`src/rtl/buddy_alloc_pkg.sv`:
```
package buddy_alloc_pkg;

  typedef enum logic [1:0] {
    ST_IDLE,
    ST_SPLIT,
    ST_MERGE,
    ST_RESP
  } buddy_state_e;

  // Orders are packed low to high in one flat vector; order k starts here.
  function automatic int order_base(input int pool_order, input int ord);
    return (32'sd1 <<< (pool_order + 1)) - (32'sd1 <<< (pool_order - ord + 1));
  endfunction

endpackage

```
`src/rtl/buddy_count_decode.sv`:
```
module buddy_count_decode #(
  parameter int POOL_ORDER = 6,
  localparam int CNT_W = POOL_ORDER + 1,
  localparam int ORD_W = $clog2(POOL_ORDER + 1)
) (
  input  logic [CNT_W-1:0] count_i,
  output logic             ok_o,
  output logic [ORD_W-1:0] order_o
);

  always_comb begin
    ok_o    = (count_i != '0) && ((count_i & (count_i - CNT_W'(1))) == '0);
    order_o = '0;
    for (int b = 0; b < CNT_W; b++) begin
      if (count_i[b]) order_o = ORD_W'(b);
    end
  end

endmodule

```
`src/rtl/buddy_free_map.sv`:
```
module buddy_free_map #(
  parameter int POOL_ORDER = 6,
  localparam int NODES  = (2 ** (POOL_ORDER + 1)) - 1,
  localparam int NODE_W = $clog2(NODES)
) (
  input  logic              clk_i,
  input  logic              rst_ni,
  input  logic              wr_en_i,
  input  logic [NODE_W-1:0] wr_node_i,
  input  logic              wr_val_i,
  output logic [NODES-1:0]  map_o
);

  logic [NODES-1:0] map_q;

  always_ff @(posedge clk_i or negedge rst_ni) begin
    if (!rst_ni) begin
      map_q            <= '0;
      map_q[NODES-1]   <= 1'b1;  // whole pool free
    end else if (wr_en_i) begin
      map_q[wr_node_i] <= wr_val_i;
    end
  end

  assign map_o = map_q;

  // A block is never marked free twice, nor taken when not free.
  assert_set_was_clear_R7: assert property (@(posedge clk_i) disable iff (!rst_ni)
    (wr_en_i && wr_val_i) |-> !map_q[wr_node_i]);
  assert_clear_was_set_R4: assert property (@(posedge clk_i) disable iff (!rst_ni)
    (wr_en_i && !wr_val_i) |-> map_q[wr_node_i]);

endmodule

```
`src/rtl/buddy_pick.sv`:
```
module buddy_pick #(
  parameter int POOL_ORDER = 6,
  localparam int NODES  = (2 ** (POOL_ORDER + 1)) - 1,
  localparam int ORD_W  = $clog2(POOL_ORDER + 1),
  localparam int ADDR_W = POOL_ORDER
) (
  input  logic [NODES-1:0]  map_i,
  input  logic [ORD_W-1:0]  min_order_i,
  output logic              found_o,
  output logic [ORD_W-1:0]  order_o,
  output logic [ADDR_W-1:0] index_o
);

  logic [POOL_ORDER:0] any_w;
  logic [ADDR_W-1:0]   idx_w [POOL_ORDER+1];

  for (genvar k = 0; k <= POOL_ORDER; k++) begin : g_ord
    localparam int CNT  = 2 ** (POOL_ORDER - k);
    localparam int BASE = buddy_alloc_pkg::order_base(POOL_ORDER, k);
    logic              any_k;
    logic [ADDR_W-1:0] idx_k;
    always_comb begin
      any_k = 1'b0;
      idx_k = '0;
      for (int i = CNT - 1; i >= 0; i--) begin
        if (map_i[BASE+i]) begin
          any_k = 1'b1;
          idx_k = ADDR_W'(i);
        end
      end
    end
    assign any_w[k] = any_k;
    assign idx_w[k] = idx_k;
  end

  // Smallest sufficient order wins.
  always_comb begin
    found_o = 1'b0;
    order_o = '0;
    index_o = '0;
    for (int j = POOL_ORDER; j >= 0; j--) begin
      if (j >= int'(min_order_i) && any_w[j]) begin
        found_o = 1'b1;
        order_o = ORD_W'(j);
        index_o = idx_w[j];
      end
    end
  end

endmodule

```
`src/rtl/buddy_frame_alloc.sv`:
```
module buddy_frame_alloc #(
  parameter int POOL_ORDER = 6,
  localparam int CNT_W  = POOL_ORDER + 1,
  localparam int ADDR_W = POOL_ORDER,
  localparam int ORD_W  = $clog2(POOL_ORDER + 1),
  localparam int NODES  = (2 ** (POOL_ORDER + 1)) - 1,
  localparam int NODE_W = $clog2(NODES)
) (
  input  logic              clk_i,
  input  logic              rst_ni,
  input  logic              req_valid_i,
  output logic              req_ready_o,
  input  logic              req_free_i,
  input  logic [CNT_W-1:0]  req_count_i,
  input  logic [ADDR_W-1:0] req_start_i,
  output logic              rsp_valid_o,
  output logic              rsp_fail_o,
  output logic [ADDR_W-1:0] rsp_start_o
);
  import buddy_alloc_pkg::*;

  buddy_state_e      state_q;
  logic [ORD_W-1:0]  cur_ord_q, tgt_ord_q;
  logic [ADDR_W-1:0] cur_addr_q;
  logic              fail_q, op_free_q;

  logic              dec_ok;
  logic [ORD_W-1:0]  dec_order;
  logic              pick_found;
  logic [ORD_W-1:0]  pick_order;
  logic [ADDR_W-1:0] pick_index;
  logic [NODES-1:0]  free_map;
  logic              wr_en, wr_val;
  logic [NODE_W-1:0] wr_node;

  function automatic logic [NODE_W-1:0] node_at(input logic [ORD_W-1:0] ord,
                                                input logic [ADDR_W-1:0] idx);
    return NODE_W'(order_base(POOL_ORDER, int'(ord)) + int'(idx));
  endfunction

  function automatic logic [ADDR_W-1:0] low_mask(input logic [ORD_W-1:0] ord);
    return ADDR_W'((32'd1 << ord) - 32'd1);
  endfunction

  buddy_count_decode #(.POOL_ORDER(POOL_ORDER)) u_dec (
    .count_i (req_count_i),
    .ok_o    (dec_ok),
    .order_o (dec_order)
  );

  buddy_pick #(.POOL_ORDER(POOL_ORDER)) u_pick (
    .map_i       (free_map),
    .min_order_i (dec_order),
    .found_o     (pick_found),
    .order_o     (pick_order),
    .index_o     (pick_index)
  );

  buddy_free_map #(.POOL_ORDER(POOL_ORDER)) u_map (
    .clk_i     (clk_i),
    .rst_ni    (rst_ni),
    .wr_en_i   (wr_en),
    .wr_node_i (wr_node),
    .wr_val_i  (wr_val),
    .map_o     (free_map)
  );

  // Split step: next lower order and the upper half at that order.
  logic [ORD_W-1:0]  split_ord;
  logic [ADDR_W-1:0] split_idx;
  assign split_ord = cur_ord_q - ORD_W'(1);
  assign split_idx = (cur_addr_q >> split_ord) | ADDR_W'(1);

  // Merge step: buddy of the current block at the current order.
  logic              at_top;
  logic [ADDR_W-1:0] self_idx;
  logic [NODE_W-1:0] buddy_node, self_node;
  logic              merge_go;
  assign at_top     = (cur_ord_q == ORD_W'(POOL_ORDER));
  assign self_idx   = cur_addr_q >> cur_ord_q;
  assign self_node  = node_at(cur_ord_q, self_idx);
  assign buddy_node = at_top ? self_node : node_at(cur_ord_q, self_idx ^ ADDR_W'(1));
  assign merge_go   = !at_top && free_map[buddy_node];

  logic accept, misaligned;
  assign accept     = req_valid_i && req_ready_o;
  assign misaligned = (req_start_i & low_mask(dec_order)) != '0;

  always_comb begin
    wr_en   = 1'b0;
    wr_val  = 1'b0;
    wr_node = '0;
    unique case (state_q)
      ST_IDLE: begin
        if (accept && !req_free_i && dec_ok && pick_found) begin
          wr_en   = 1'b1;
          wr_node = node_at(pick_order, pick_index);
        end
      end
      ST_SPLIT: begin
        wr_en   = 1'b1;
        wr_val  = 1'b1;
        wr_node = node_at(split_ord, split_idx);
      end
      ST_MERGE: begin
        wr_en   = 1'b1;
        wr_val  = !merge_go;
        wr_node = merge_go ? buddy_node : self_node;
      end
      default: ;
    endcase
  end

  always_ff @(posedge clk_i or negedge rst_ni) begin
    if (!rst_ni) begin
      state_q    <= ST_IDLE;
      cur_ord_q  <= '0;
      tgt_ord_q  <= '0;
      cur_addr_q <= '0;
      fail_q     <= 1'b0;
      op_free_q  <= 1'b0;
    end else begin
      unique case (state_q)
        ST_IDLE: begin
          if (accept) begin
            op_free_q <= req_free_i;
            tgt_ord_q <= dec_order;
            fail_q    <= 1'b0;
            if (!dec_ok) begin
              fail_q     <= 1'b1;
              cur_addr_q <= '0;
              state_q    <= ST_RESP;
            end else if (!req_free_i) begin
              if (!pick_found) begin
                fail_q     <= 1'b1;
                cur_addr_q <= '0;
                state_q    <= ST_RESP;
              end else begin
                cur_ord_q  <= pick_order;
                cur_addr_q <= ADDR_W'(pick_index << pick_order);
                state_q    <= (pick_order == dec_order) ? ST_RESP : ST_SPLIT;
              end
            end else if (misaligned) begin
              fail_q     <= 1'b1;
              cur_addr_q <= '0;
              state_q    <= ST_RESP;
            end else begin
              cur_ord_q  <= dec_order;
              cur_addr_q <= req_start_i;
              state_q    <= ST_MERGE;
            end
          end
        end
        ST_SPLIT: begin
          cur_ord_q <= split_ord;
          if (split_ord == tgt_ord_q) state_q <= ST_RESP;
        end
        ST_MERGE: begin
          if (merge_go) begin
            cur_addr_q <= cur_addr_q & ~ADDR_W'(32'd1 << cur_ord_q);
            cur_ord_q  <= cur_ord_q + ORD_W'(1);
          end else begin
            state_q <= ST_RESP;
          end
        end
        default: state_q <= ST_IDLE;
      endcase
    end
  end

  assign req_ready_o = (state_q == ST_IDLE);
  assign rsp_valid_o = (state_q == ST_RESP);
  assign rsp_fail_o  = fail_q;
  assign rsp_start_o = cur_addr_q;

  assert_rsp_pulse_R2: assert property (@(posedge clk_i) disable iff (!rst_ni)
    rsp_valid_o |=> (!rsp_valid_o && req_ready_o));
  assert_busy_after_accept_R2: assert property (@(posedge clk_i) disable iff (!rst_ni)
    (req_valid_i && req_ready_o) |=> !req_ready_o);
  assert_alloc_aligned_R4: assert property (@(posedge clk_i) disable iff (!rst_ni)
    (rsp_valid_o && !rsp_fail_o && !op_free_q) |-> ((rsp_start_o & low_mask(tgt_ord_q)) == '0));
  assert_pick_is_free_R4: assert property (@(posedge clk_i) disable iff (!rst_ni)
    (accept && !req_free_i && dec_ok && pick_found) |-> free_map[node_at(pick_order, pick_index)]);
  assert_split_bounded_R5: assert property (@(posedge clk_i) disable iff (!rst_ni)
    (state_q == ST_SPLIT) |-> (cur_ord_q > tgt_ord_q));
  assert_fail_keeps_map_R6: assert property (@(posedge clk_i) disable iff (!rst_ni)
    (rsp_valid_o && rsp_fail_o) |-> $stable(free_map));

endmodule

```
`config.mk`:
```
export PLATFORM = sky130hd
export DESIGN_NAME = buddy_frame_alloc
export DESIGN_NICKNAME = d
export VERILOG_FILES = /design/src/rtl/buddy_alloc_pkg.sv /design/src/rtl/buddy_count_decode.sv /design/src/rtl/buddy_free_map.sv /design/src/rtl/buddy_pick.sv /design/src/rtl/buddy_frame_alloc.sv
export SDC_FILE = /design/constraint.sdc
export NUM_CORES = 1
export LEC_CHECK = 0
export ABC_CLOCK_PERIOD_IN_PS = 7940
export BUFFER_PORTS_ARGS = -buffer_cell sky130_fd_sc_hd__buf_2
export CAP_MARGIN = 20
export CORE_MARGIN = 2
export CORE_UTILIZATION = 50
export DETAILED_ROUTE_END_ITERATION = 7
export PLACE_DENSITY = 0.77
export SLEW_MARGIN = 20
export SYNTH_ARGS = -nofsm -noshare
export SYNTH_HDL_FRONTEND = slang
export SYNTH_SLANG_ARGS = --single-unit
```
`constraint.sdc`:
```
create_clock -name clk_i -period 7.94 [get_ports clk_i]
set_clock_uncertainty 0.15 [all_clocks]
set_input_delay 0.397 -clock clk_i [delete_from_list [all_inputs] [get_ports clk_i]]
set_output_delay 0.397 -clock clk_i [all_outputs]
set_load 0.005 [all_outputs]
```
==> impl_metrics.yaml <==
clock_tree:
  clk_latency_ns: 0.43
  cts_sinks: 142
  cts_tree: "done"
  cts_buffers: 17
  cts_root_buffer: "clkbuf_16"
  post_cts_buffers: 0
  clk_path_buf_depth: 2
  htreeDepth: 4
  clkTransAtPathRegs_ns: 0.07
status:
  outcome: "completed"
sta:
  fin_tns_setup_ns: 0
  rsz0062_at_grt: "false"
  max_slew_margin_pct: 33.99
  worst_pin_slew_ns: 0.9778
  fmax_mhz: 132.6
  fin_crit_sh_pct: 94.98
  final_hold_viol_count: 0
  finalSetupViolations: 0
  drv_slew: 0
  finalCriticalPeriod_ns: 7.542
grt:
  grt_start_max_net_pins: 101
  antenna_found_initial: 0
  first_global_vias: 11403
  grt_pass1_wl_mm: 61.90
  grt.overflow.total: 0
  grtUsageTotal_pct: 30.08
final_layout:
  final_layout_size_suffix_gt1_share_pct: 17.48
  fin_util_pct: 55.44
  fin_nets: 1510
  antenna_cells: 0
  fillers: 2169
  syn_to_final_growth_pct: 9.320
  stdcell_count: 1783
critical_path:
  crit_chain: "nor4_1, nand4_1, o41a_1, or2_1, a21oi_2, inv_1, ha_1, inv_1, a21oi_1, o221a_2, and3_1, ha_1, inv_1, fa_1, a21o_1, a21o_1, xor2_1, a22oi_1, o211a_1, nand3_1, buf_4, a211o_1, nor2_1, mux2_2"
  arrival_ns: 7.71
  path_class: "reg -> reg"
  cpMostUsedCell: "inv_1"
  worst_path_max_delay_cell: "nor4_1"
  endpoint_kind: "flip-flop"
  cp_max_fo: 11
  critPathRequiredTime_ns: 8.10
  cp_top_family: "compound AO/OA/AOI/OAI gates"
  cp_num_buf_inv: 4
  cpPeakStageDelay_ns: 0.62
  worstSetupStartpointType: "flip-flop"
synthesis:
  yosysTopAreaCell: "dfrtp_1"
  ys_async_sr_fraction_pct: 100.0
  yosysUniqueCellTypes: 95
  synth-edff-count: 0
  synth_cells: 1443
  synthesis.area_um2: 12300
  syn_area_per_cell_um2: 8.522
  synth_top_area_share_pct: 28.69
  synth_commonest_cells: "nand2_1, dfrtp_1, nor2_1"
  synthFlopType: "dfrtp_1"
  synth_most_common_cell: "nand2_1"
  syn_nets: 1506
  ys_warn_count: 0
  synth_area_leaders: "dfrtp_1, mux2_2, mux2_1, nand2_1, ha_1"
  ys_ff_latch: 142
  ys_seq_area_share_pct: 28.91
placed_design:
  portBuffers: 25
  place_congestion: 1.075
  hpwl_mm: 27.73
  placed_cells: 1751
route:
  wirelength_mm: 39.04
  wire_per_inst_um: 21.89
  dr.pass1.iters: 6
  viasPerCell: 6.797
  drt.antenna.violating_nets: 0
  vias: 12119
  initialDrtViolationCount: 1560
  drc: 0
floorplan:
  dieHeight_um: 160.8
  rows: 57
  core_area_um2: 24250
  initial_core_util_pct: 50.71
  fp.dieW_um: 160.8
  io_pins: 26
  die_area_um2: 25860
min_path:
  min_path_type: "in -> reg"
run:
  drv_cap: 0
-- flip-flops by register name, summed over array words and instances (netlist names) --
name	count
cur_ord_q	3
rsp_fail_o	1
rsp_start_o	6
state_q	2
tgt_ord_q	3
u_map.map_o	127
-- placed cells by master (no fill, tap or decap), types with 20 or more instances in the layout --
cell type / n
buf_4: 49
o21ai_0: 48
inv_1: 51
nor2_1: 117
nor3_2: 20
nor4_1: 75
nand3_1: 37
mux2_2: 73
nand2_1: 165
ha_1: 42
mux2_1: 62
nor3_1: 50
o31ai_1: 20
a211oi_1: 30
dfrtp_1: 141
a21oi_1: 70
buf_2: 24
-- final cells by class --
class,count,area [um2],share of cell area (%)
repair buffers,76,529.3,3.937
flip-flops and latches,142,3555,26.44
multi-input cells,1157,8145,60.59
clock buffers,19,452.9,3.369
inverters,53,198.9,1.480
clock inverters,12,156.4,1.163
well taps,324,405.4,3.016
-- path summary, 6_finish.rpt --
kind | end | depth (start not counted) | slack, ns | start
worst min register to register | tgt_ord_q[1] | 2 | 0.35 | tgt_ord_q[1]
max in group asynchronous | rsp_fail_o | 3 | 5.86 | rst_ni
worst max register to register | u_map.map_o[102] | 24 | 0.40 | u_map.map_o[23]
worst min-delay path | rsp_fail_o | 2 | 0.08 | req_valid_i
worst max-delay path | u_map.map_o[102] | 24 | 0.40 | u_map.map_o[23]
min in group asynchronous | u_map.map_o[53] | 2 | 0.43 | rst_ni
-- logic make-up (layout without fill, tap and decap cells) --
group                      count (synthesis)  in the layout  share of synthesized area, %
and+or+nand+nor                          579            579                         24.80
AOI/OAI and AO/OA                        348            348                         20.16
muxes                                    149            149                         13.60
buffers and inverters                    144            160                         5.118
DFF                                      142            142                         28.91
adders and majority gates                 46             46                         4.925
xor gates and xnor gates                  35             35                         2.493
-- what timing repair did --
item / CTS / global route
resized for setup: 0 / 2
hold buffers: 1 / 0
endpoints found under the setup margin: 0 / 36
hold endpoints to repair: 80 / 0
-- metrics by stage --
stage,setup slack (ns),hold slack (ns),area [um2]
3_5_place_dp,0.4656,0.3416,12820
2_1_floorplan,1.130,-0.04859,12300
4_1_cts,0.2555,0.08124,13440
6_report,0.3984,0.07940,13440
5_1_grt,0.1957,0.1013,13440
3_3_place_gp,0.6289,0.3360,12820
-- metal layers --
metal	track usage (%)	share of wire, %
met4	15.38	5.6
met5	0	0
met2	46.61	44
met3	5.837	10
met1	40.18	41
-- worst register-to-register path, cell delays in order (launching register included) --
cell,delay [ns]
dfrtp_1,0.47
nor4_1,0.62
nand4_1,0.36
o41a_1,0.58
or2_1,0.37
a21oi_2,0.37
inv_1,0.09
ha_1,0.31
inv_1,0.06
a21oi_1,0.15
o221a_2,0.25
and3_1,0.16
ha_1,0.14
inv_1,0.06
fa_1,0.41
a21o_1,0.21
a21o_1,0.22
xor2_1,0.15
a22oi_1,0.31
o211a_1,0.45
nand3_1,0.24
buf_4,0.26
a211o_1,0.41
nor2_1,0.25
mux2_2,0.36
Power is left out: the tool's default activity adds up to more than one toggle a clock period on the data nets, which glitch-free logic cannot reach.
